<file path="src/rtl/aud_pkg.sv">
package aud_pkg;
   typedef enum logic [1:0] {
      FMT_I2S   = 2'd0,
      FMT_LEFT  = 2'd1,
      FMT_RIGHT = 2'd2,
      FMT_ALT   = 2'd3
   } fmt_e;

   typedef enum logic [1:0] {
      ST_IDLE = 2'd0,
      ST_ARM  = 2'd1,
      ST_RUN  = 2'd2
   } seq_e;
endpackage

</file>
<file path="src/rtl/aud_clk_div.sv">
module aud_clk_div #(
   parameter int DIV_W = 8
) (
   input  logic             clk,
   input  logic             rst_n,
   input  logic             clear,
   input  logic [DIV_W-1:0] div,
   output logic             tick
);
   logic [DIV_W-1:0] cnt_q;

   assign tick = !clear && (cnt_q >= div);

   always_ff @(posedge clk or negedge rst_n) begin
      if (!rst_n)              cnt_q <= '0;
      else if (clear || tick)  cnt_q <= '0;
      else                     cnt_q <= cnt_q + 1'b1;
   end

   // a nonzero divider never yields ticks on consecutive clocks
   p_tick_spacing_r1: assert property (@(posedge clk) disable iff (!rst_n)
      (tick && div != '0) |=> (!tick || !$stable(div)));
endmodule

</file>
<file path="src/rtl/aud_slot_map.sv">
module aud_slot_map
   import aud_pkg::*;
#(
   parameter int SAMPLE_W = 16,
   parameter int PAD_MAX  = 16,
   parameter int CNT_W    = 7,
   parameter int SIZE_W   = 4,
   parameter int PAD_W    = 5
) (
   input  logic [CNT_W-1:0]  cnt,
   input  logic [1:0]        fmt,
   input  logic [SIZE_W-1:0] size_m1,
   input  logic              pad_en,
   input  logic [PAD_W-1:0]  pad,
   output logic              ws_right,
   output logic              chan,
   output logic [SIZE_W-1:0] bit_idx,
   output logic              bit_valid,
   output logic [CNT_W-1:0]  last_cnt
);
   fmt_e fmt_t;
   logic [CNT_W-1:0] s, w, len, off, d, pos, padc, rj_rem;
   logic             in_frame;

   assign fmt_t = fmt_e'(fmt);

   always_comb begin
      s        = CNT_W'(size_m1) + CNT_W'(1);
      padc     = (pad > PAD_W'(PAD_MAX)) ? CNT_W'(PAD_MAX) : CNT_W'(pad);
      w        = pad_en ? CNT_W'(SAMPLE_W) + padc : s;
      len      = w << 1;
      off      = (fmt_t == FMT_I2S) ? CNT_W'(1) : '0;
      d        = cnt - off;
      in_frame = (cnt >= off) && (d < len);
      chan     = (d >= w);
      pos      = chan ? d - w : d;
      rj_rem   = w - CNT_W'(1) - pos;
      if (fmt_t == FMT_RIGHT) begin
         bit_valid = in_frame && (rj_rem < s);
         bit_idx   = rj_rem[SIZE_W-1:0];
      end else begin
         bit_valid = in_frame && (pos < s);
         bit_idx   = size_m1 - pos[SIZE_W-1:0];
      end
      ws_right = (cnt >= w) && (cnt < len);
      last_cnt = len + off - CNT_W'(1);
   end
endmodule

</file>
<file path="src/rtl/aud_seq.sv">
module aud_seq
   import aud_pkg::*;
#(
   parameter int CNT_W = 7
) (
   input  logic             clk,
   input  logic             rst_n,
   input  logic             start,
   input  logic             clk_cont,
   input  logic             tick,
   input  logic [CNT_W-1:0] last_cnt,
   input  logic             irq_ack,
   output logic             div_clear,
   output logic             accept,
   output logic             run,
   output logic             rise,
   output logic             done,
   output logic             busy,
   output logic             sck,
   output logic             irq,
   output logic [CNT_W-1:0] cnt
);
   seq_e             st_q;
   logic             sck_q, irq_q;
   logic [CNT_W-1:0] cnt_q;

   assign run       = (st_q == ST_RUN);
   assign busy      = (st_q != ST_IDLE);
   assign accept    = start && (st_q == ST_IDLE);
   assign div_clear = !(run || clk_cont);
   assign rise      = run && tick && !sck_q;
   assign done      = run && tick && sck_q && (cnt_q == last_cnt);
   assign sck       = sck_q;
   assign irq       = irq_q;
   assign cnt       = cnt_q;

   always_ff @(posedge clk or negedge rst_n) begin
      if (!rst_n) begin
         st_q  <= ST_IDLE;
         sck_q <= 1'b0;
         cnt_q <= '0;
         irq_q <= 1'b0;
      end else begin
         case (st_q)
            ST_IDLE: begin
               if (clk_cont) begin
                  if (tick) sck_q <= ~sck_q;
               end else begin
                  sck_q <= 1'b0;
               end
               if (start) begin
                  st_q  <= ST_ARM;
                  cnt_q <= '0;
               end
            end
            ST_ARM: begin
               if (!clk_cont) begin
                  sck_q <= 1'b0;
                  st_q  <= ST_RUN;
               end else if (tick) begin
                  sck_q <= ~sck_q;
                  if (sck_q) st_q <= ST_RUN;
               end
            end
            ST_RUN: begin
               if (tick) begin
                  sck_q <= ~sck_q;
                  if (sck_q) begin
                     if (cnt_q == last_cnt) st_q <= ST_IDLE;
                     else                   cnt_q <= cnt_q + 1'b1;
                  end
               end
            end
            default: st_q <= ST_IDLE;
         endcase
         if (done)         irq_q <= 1'b1;
         else if (irq_ack) irq_q <= 1'b0;
      end
   end

   p_busy_from_start_r10: assert property (@(posedge clk) disable iff (!rst_n)
      $rose(busy) |-> $past(start));
   p_irq_sticky_r11: assert property (@(posedge clk) disable iff (!rst_n)
      (irq && !irq_ack) |=> irq);
   p_irq_on_done_r11: assert property (@(posedge clk) disable iff (!rst_n)
      done |=> (irq && !busy));
endmodule

</file>
<file path="src/rtl/aud_data.sv">
module aud_data #(
   parameter int SAMPLE_W = 16,
   parameter int SIZE_W   = 4
) (
   input  logic                clk,
   input  logic                rst_n,
   input  logic                accept,
   input  logic                rise,
   input  logic                done,
   input  logic                run,
   input  logic                sdi,
   input  logic                chan,
   input  logic [SIZE_W-1:0]   bit_idx,
   input  logic                bit_valid,
   input  logic [SAMPLE_W-1:0] tx_left,
   input  logic [SAMPLE_W-1:0] tx_right,
   output logic                sdo,
   output logic [SAMPLE_W-1:0] rx_left,
   output logic [SAMPLE_W-1:0] rx_right
);
   logic [1:0][SAMPLE_W-1:0] tx_in, tx_bus, rx_bus;

   assign tx_in[0] = tx_left;
   assign tx_in[1] = tx_right;

   for (genvar g = 0; g < 2; g++) begin : g_chan
      logic [SAMPLE_W-1:0] tx_q, acc_q, rx_q;
      always_ff @(posedge clk or negedge rst_n) begin
         if (!rst_n) begin
            tx_q  <= '0;
            acc_q <= '0;
            rx_q  <= '0;
         end else begin
            if (accept) begin
               tx_q  <= tx_in[g];
               acc_q <= '0;
            end else if (rise && bit_valid && (chan == 1'(g))) begin
               acc_q[bit_idx] <= sdi;
            end
            if (done) rx_q <= acc_q;
         end
      end
      assign tx_bus[g] = tx_q;
      assign rx_bus[g] = rx_q;
   end

   assign sdo      = run && bit_valid && tx_bus[chan][bit_idx];
   assign rx_left  = rx_bus[0];
   assign rx_right = rx_bus[1];

   p_rx_only_at_end_r9: assert property (@(posedge clk) disable iff (!rst_n)
      !done |=> $stable(rx_bus));
   p_capture_in_frame_r9: assert property (@(posedge clk) disable iff (!rst_n)
      rise |-> run);
endmodule

</file>
<file path="src/rtl/aud_serial_master.sv">
module aud_serial_master
   import aud_pkg::*;
#(
   parameter int SAMPLE_W = 16,
   parameter int PAD_MAX  = 16,
   parameter int DIV_W    = 8
) (
   input  logic                        clk,
   input  logic                        rst_n,
   input  logic [DIV_W-1:0]            cfg_div,
   input  logic [1:0]                  cfg_fmt,
   input  logic [$clog2(SAMPLE_W)-1:0] cfg_size_m1,
   input  logic                        cfg_pad_en,
   input  logic [$clog2(PAD_MAX+1)-1:0] cfg_pad,
   input  logic                        cfg_ws_inv,
   input  logic                        cfg_idle_left,
   input  logic                        cfg_clk_cont,
   input  logic [SAMPLE_W-1:0]         tx_left,
   input  logic [SAMPLE_W-1:0]         tx_right,
   input  logic                        start,
   input  logic                        irq_ack,
   input  logic                        sdi,
   output logic                        sck,
   output logic                        ws,
   output logic                        sdo,
   output logic [SAMPLE_W-1:0]         rx_left,
   output logic [SAMPLE_W-1:0]         rx_right,
   output logic                        busy,
   output logic                        irq
);
   localparam int SIZE_W   = $clog2(SAMPLE_W);
   localparam int PAD_W    = $clog2(PAD_MAX + 1);
   localparam int SLOT_MAX = SAMPLE_W + PAD_MAX;
   localparam int CNT_W    = $clog2(2 * SLOT_MAX + 2);

   if (SAMPLE_W < 2 || (SAMPLE_W & (SAMPLE_W - 1)) != 0) begin : g_bad_sample
      $error("SAMPLE_W must be a power of two of at least 2");
   end
   if (PAD_MAX < 0 || DIV_W < 1) begin : g_bad_cfg
      $error("PAD_MAX must be non-negative and DIV_W positive");
   end

   logic             tick, div_clear, accept, run, rise, done;
   logic             ws_right, chan, bit_valid;
   logic [SIZE_W-1:0] bit_idx;
   logic [CNT_W-1:0] cnt, last_cnt;

   aud_clk_div #(.DIV_W(DIV_W)) u_div (
      .clk(clk), .rst_n(rst_n), .clear(div_clear), .div(cfg_div), .tick(tick)
   );

   aud_seq #(.CNT_W(CNT_W)) u_seq (
      .clk(clk), .rst_n(rst_n), .start(start), .clk_cont(cfg_clk_cont),
      .tick(tick), .last_cnt(last_cnt), .irq_ack(irq_ack),
      .div_clear(div_clear), .accept(accept), .run(run), .rise(rise),
      .done(done), .busy(busy), .sck(sck), .irq(irq), .cnt(cnt)
   );

   aud_slot_map #(
      .SAMPLE_W(SAMPLE_W), .PAD_MAX(PAD_MAX), .CNT_W(CNT_W),
      .SIZE_W(SIZE_W), .PAD_W(PAD_W)
   ) u_map (
      .cnt(cnt), .fmt(cfg_fmt), .size_m1(cfg_size_m1), .pad_en(cfg_pad_en),
      .pad(cfg_pad), .ws_right(ws_right), .chan(chan), .bit_idx(bit_idx),
      .bit_valid(bit_valid), .last_cnt(last_cnt)
   );

   aud_data #(.SAMPLE_W(SAMPLE_W), .SIZE_W(SIZE_W)) u_data (
      .clk(clk), .rst_n(rst_n), .accept(accept), .rise(rise), .done(done),
      .run(run), .sdi(sdi), .chan(chan), .bit_idx(bit_idx),
      .bit_valid(bit_valid), .tx_left(tx_left), .tx_right(tx_right),
      .sdo(sdo), .rx_left(rx_left), .rx_right(rx_right)
   );

   // left level is cfg_ws_inv, right level its complement
   assign ws = run ? (ws_right ^ cfg_ws_inv)
                   : (cfg_idle_left ? cfg_ws_inv : !cfg_ws_inv);

   p_sdo_hold_high_r3: assert property (@(posedge clk) disable iff (!rst_n)
      (sck && $past(sck)) |-> $stable(sdo));
   p_ws_hold_high_r7: assert property (@(posedge clk) disable iff (!rst_n)
      (busy && $past(busy) && sck && $past(sck)) |-> $stable(ws));
   p_idle_clock_low_r1: assert property (@(posedge clk) disable iff (!rst_n)
      (!busy && !cfg_clk_cont) |=> (!sck || busy));
endmodule

</file>
<file path="config.mk">
export PLATFORM = sky130hd
export DESIGN_NAME = aud_serial_master
export DESIGN_NICKNAME = d
export VERILOG_FILES = /design/src/rtl/aud_pkg.sv /design/src/rtl/aud_clk_div.sv /design/src/rtl/aud_slot_map.sv /design/src/rtl/aud_seq.sv /design/src/rtl/aud_data.sv /design/src/rtl/aud_serial_master.sv
export SDC_FILE = /design/constraint.sdc
export NUM_CORES = 1
export LEC_CHECK = 0
export BUFFER_PORTS_ARGS = -buffer_cell sky130_fd_sc_hd__buf_2
export CORE_MARGIN = 5
export CORE_UTILIZATION = 53
export DETAILED_ROUTE_END_ITERATION = 6
export PLACE_DENSITY = 0.79
export SLEW_MARGIN = 0
export SYNTH_ARGS = -nofsm -noshare
export SYNTH_HDL_FRONTEND = slang
export SYNTH_SLANG_ARGS = --single-unit
</file>
<file path="constraint.sdc">
create_clock -name clk -period 11.8 [get_ports clk]
set_clock_uncertainty 0.15 [all_clocks]
set_input_delay 3.54 -clock clk [delete_from_list [all_inputs] [get_ports clk]]
set_output_delay 3.54 -clock clk [all_outputs]
set_load 0.005 [all_outputs]
</file>
==> out/summary.md <==
Clock tree
• 17 — number of CTS-inserted buffers
• 4 — # H-tree levels
• done — clock tree from TritonCTS
• 0 — Post-CTS Hold Fix Bufs
• 0.42 ns — source-to-sink clock delay at the later pin of the worst-skew pair
• 2 — maximum count of clock buffers along a single path
• 0.06 ns — clock edge transition at the registers on the reported setup and hold paths
• sky130_fd_sc_hd__clkbuf_16 — buffer type at the clock tree root
• 115 — Num Clock Sinks

Timing
• 1.25 ns — transition time at the pin with the least slew margin
• 0 — final hold violation count
• -0.170 ns — minimum setup slack in the final design
• 101% — Period Utilization, post-route
• 16.0% — normalized max-slew margin
• 1 — number of setup violations in the final report
• yes — RSZ-0062 raised after global routing
• 11.97 ns — time the worst path needs with I/O delays and setup
• 0.327 ns — final-layout worst hold slack
• 83.5 MHz — maximum clock frequency
• 0 — Pins Over Slew Limit

Floorplan
• 53.4% — Initial Utilization
• 130 um — Die Span X
• 14400 sq um — Core ar.
• 44 — # rows
• 130 um — die outline height
• 17000 sq um — Die Outline Area
• 97 — # IOs

Place
• 0.952 — Final GP Congestion
• 96 — Port Buffers
• 1137 — placed insts
• -0.259 ns — Post-Place Worst Slack
• 14600 um — HPWL Detailed

Global routing
• 5.36% — met3 track utilization from global routing
• 76 — largest net degree at the start of global routing
• 33900 um — first-pass GRT wire length
• 25.6% — total track usage
• 32.6% — met1 GRT Util
• 0 — number of antenna violations at the first check in global routing
• 0 — GRT Residual Overflow
• 6803 — number of global-route vias before repair
• met2 — Top Usage Layer GRT
• 41.9% — global-route track usage on met2

Worst setup path
• sky130_fd_sc_hd__ha_4 — Most Frequent Cell on Critical Path
• 3 — peak fanout along the critical path
• u_data.g_chan[0].acc_q[12]$_DFFE_PN0P_ — Worst R2R End
• sky130_fd_sc_hd__or3b_4 — library cell contributing the largest single delay on the critical path
• 0.41 ns — slowest stage delay, CP
• input pin — startpoint class of the critical path
• 8.11 ns — critical path data required time
• 2.85 ns — internal reg-to-reg setup slack
• cfg_fmt[1] — Worst Setup SP
• u_seq.cnt[1]$_DFFE_PN0P_ — startpoint of the most critical register-to-register path
• sdo — Critical Path End
• 8.28 ns — Data arrival, critical path
• output port — element type at the critical path end
• 57 — worst r2r path cells
• input pin to output port — class of the most critical setup path

Routing
• 21700 um — total wire length
• 5.81 — routed vias/inst
• 7007 — total via count in the routed design
• 0 — remaining design rule violation count
• 18.0 um — mean routed wirelength per cell
• 6 — number of detailed-route iterations in the first pass
• 0 — remaining number of nets flagged by the antenna check after routing
• 649 — detailed router's first-iteration violation count

Logic synthesis
• 115 — count of state elements after synthesis
• 938 — synthesized netlist net count
• 76 — number of distinct library cells after synthesis
• 7670 sq um — area of the mapped netlist
• 9.31 sq um — post-synthesis area per instance
• 37.5% — register area share after synthesis
• 100% — Async SR Flop Fraction
• 0 — number of synthesis warnings
• 824 — number of cells produced by synthesis
• 0 — number of enable flip-flop cells after synthesis
• sky130_fd_sc_hd__dfrtp_1 — most common flop cell mapped by yosys

Power and ir drop
• 5.21 nW — leakage
• 176 nW/um^2 — pwr/cell area
• 0.208 mV — worst IR drop on VDD

Layout
• 31.1% — Area growth, synth to finish
• 1206 — number of standard cells in the final layout excluding fillers
• 1123 — total number of nets in the final design
• 0 — final antenna diode count
• 33.9% — share of cells above drive strength 1
• 70.0% — share of the core filled with cells

Run status
• finished with violations — outcome
• setup timing — violations in the final reports

Hold path
• flip-flop to flip-flop — Hold WC Path Type

Job
• 0 — maximum capacitance violations

-- cells in the final DEF, fill, tap and decap left out, types with 19 or more instances in the layout --
master	synthesis	final
sky130_fd_sc_hd__buf_4	3	104
sky130_fd_sc_hd__nand3_1	26	25
sky130_fd_sc_hd__mux2i_1	43	42
sky130_fd_sc_hd__o21ai_0	25	23
sky130_fd_sc_hd__mux2_2	33	33
sky130_fd_sc_hd__buf_2	7	93
sky130_fd_sc_hd__a21oi_1	20	19
sky130_fd_sc_hd__nand2_1	169	166
sky130_fd_sc_hd__ha_1	53	47
sky130_fd_sc_hd__nor2_1	40	35
sky130_fd_sc_hd__dfrtp_1	115	115
sky130_fd_sc_hd__inv_1	32	31
-- synthesized netlist by cell type, drive strengths merged (2+ instances only) --
library cell    n  area share [%]
a2111oi         3            0.34
a211oi          3            0.29
a21boi          2            0.20
a21o            7            0.69
a21oi          22             1.6
a31oi           4            0.33
a32oi           8            0.91
and2            6            0.51
and3           17             1.4
and4            7            0.80
buf            18             1.6
clkbuf         25             1.2
dfrtp         115              38
ha             53             8.6
inv            32             1.6
mux2           33             4.8
mux2i          43             5.6
nand2         170             8.4
nand2b         10            0.82
nand3          27             1.8
nand3b          4            0.39
nand4          10            0.82
nor2           41             2.0
nor2b           9            0.73
nor3            7            0.75
nor3b           2            0.20
nor4            4            0.60
nor4b           2            0.23
o2111ai         4            0.46
o211ai         12             1.4
o21a           12             1.2
o21ai          34             2.6
o22ai           5            0.41
o311ai          3            0.34
o31a            5            0.62
o31ai           7             1.4
or2             2            0.16
or3             6            0.49
or4             2            0.24
xnor2          18             2.2
xor2           16             1.8
-- through the flow --
stage / instance area [sq um] / power (mW) / setup TNS [ns]
floorplan: 7890 / 0.899 / -0.148
global placement: 8950 / 1.07 / -0.181
detailed placement: 8950 / 1.08 / -0.259
CTS: 9850 / 1.72 / -0.137
global route: 10100 / 1.86 / -0.549
finish: 10100 / 1.77 / -0.170
-- where the power goes --
group,internal [mW],switching (mW)
combinational,0.323,0.393
clock,0.361,0.194
sequential,0.455,0.0436
-- layer usage --
layer / wire length (um) / share of wire, %
met5: 0 / 0
met3: 1530 / 7.1
met4: 787 / 3.6
met1: 8900 / 41
met2: 10500 / 48
-- critical path, delay by kind of cell --
family	cells	cell delay [ns]
compound gates	7	1.24
simple gates	11	1.64
buf+inv	3	0.41
fa+ha+maj	6	1.20
xor+xnor	2	0.26
-- registers in the layout, indices dropped and copies added (netlist names) --
name,count
u_data.rx_right,16
u_seq.st_q,2
u_data.g_chan.acc_q,32
u_seq.cnt,7
u_data.g_chan.tx_q,32
u_seq.irq,1
u_data.rx_left,16
u_div.cnt_q,8
u_seq.sck,1
-- cell type report --
type | instances | area, sq um
multi-input cells | 633 | 4770
fillers | 990 | 4310
flip-flops and latches | 115 | 2880
repair buffers | 209 | 1410
clock buffers | 18 | 439
well taps | 184 | 230
clock inverters | 14 | 201
inverters | 33 | 124
-- cell families (layout without fill, tap and decap cells) --
| kind of cell | count (synthesis) | after routing | synth area share [%] |
|---|---|---|---|
| AO/OA/AOI/OAI | 140 | 140 | 13.9 |
| adder cells (fa/ha/maj) | 54 | 54 | 8.91 |
| multiplexers | 76 | 76 | 10.5 |
| AND/OR/NAND/NOR | 329 | 329 | 20.8 |
| flip-flops | 115 | 115 | 37.5 |
| XOR/XNOR | 34 | 34 | 3.98 |
| buffers and inverters | 76 | 274 | 4.47 |
-- timing repair --
action,CTS,global route
hold endpoints to repair,0,0
pin swaps,18,8
gates resized for setup,10,23
endpoints found under the setup margin,1,33
setup buffers,29,9
-- worst min-delay path by stage --
| stage | start | to | slack, ns | cells after the start |
|---|---|---|---|---|
| 3_5_place_dp | u_data.g_chan[0].tx_q[6]$_DFFE_PN0P_ | u_data.g_chan[0].tx_q[6]$_DFFE_PN0P_ | 0.31 | 2 |
| 4_1_cts | u_data.g_chan[1].tx_q[4]$_DFFE_PN0P_ | u_data.g_chan[1].tx_q[4]$_DFFE_PN0P_ | 0.33 | 2 |
| 5_1_grt | u_data.g_chan[0].tx_q[12]$_DFFE_PN0P_ | u_data.g_chan[0].tx_q[12]$_DFFE_PN0P_ | 0.35 | 2 |
| 6_report | u_data.g_chan[1].tx_q[11]$_DFFE_PN0P_ | u_data.g_chan[1].tx_q[11]$_DFFE_PN0P_ | 0.33 | 2 |
| 3_3_place_gp | u_data.g_chan[0].tx_q[11]$_DFFE_PN0P_ | u_data.g_chan[0].tx_q[11]$_DFFE_PN0P_ | 0.31 | 2 |
| 2_1_floorplan | u_data.g_chan[0].tx_q[0]$_DFFE_PN0P_ | u_data.g_chan[0].tx_q[0]$_DFFE_PN0P_ | 0.29 | 2 |
Note: power is estimated with default switching activity, not from simulation.
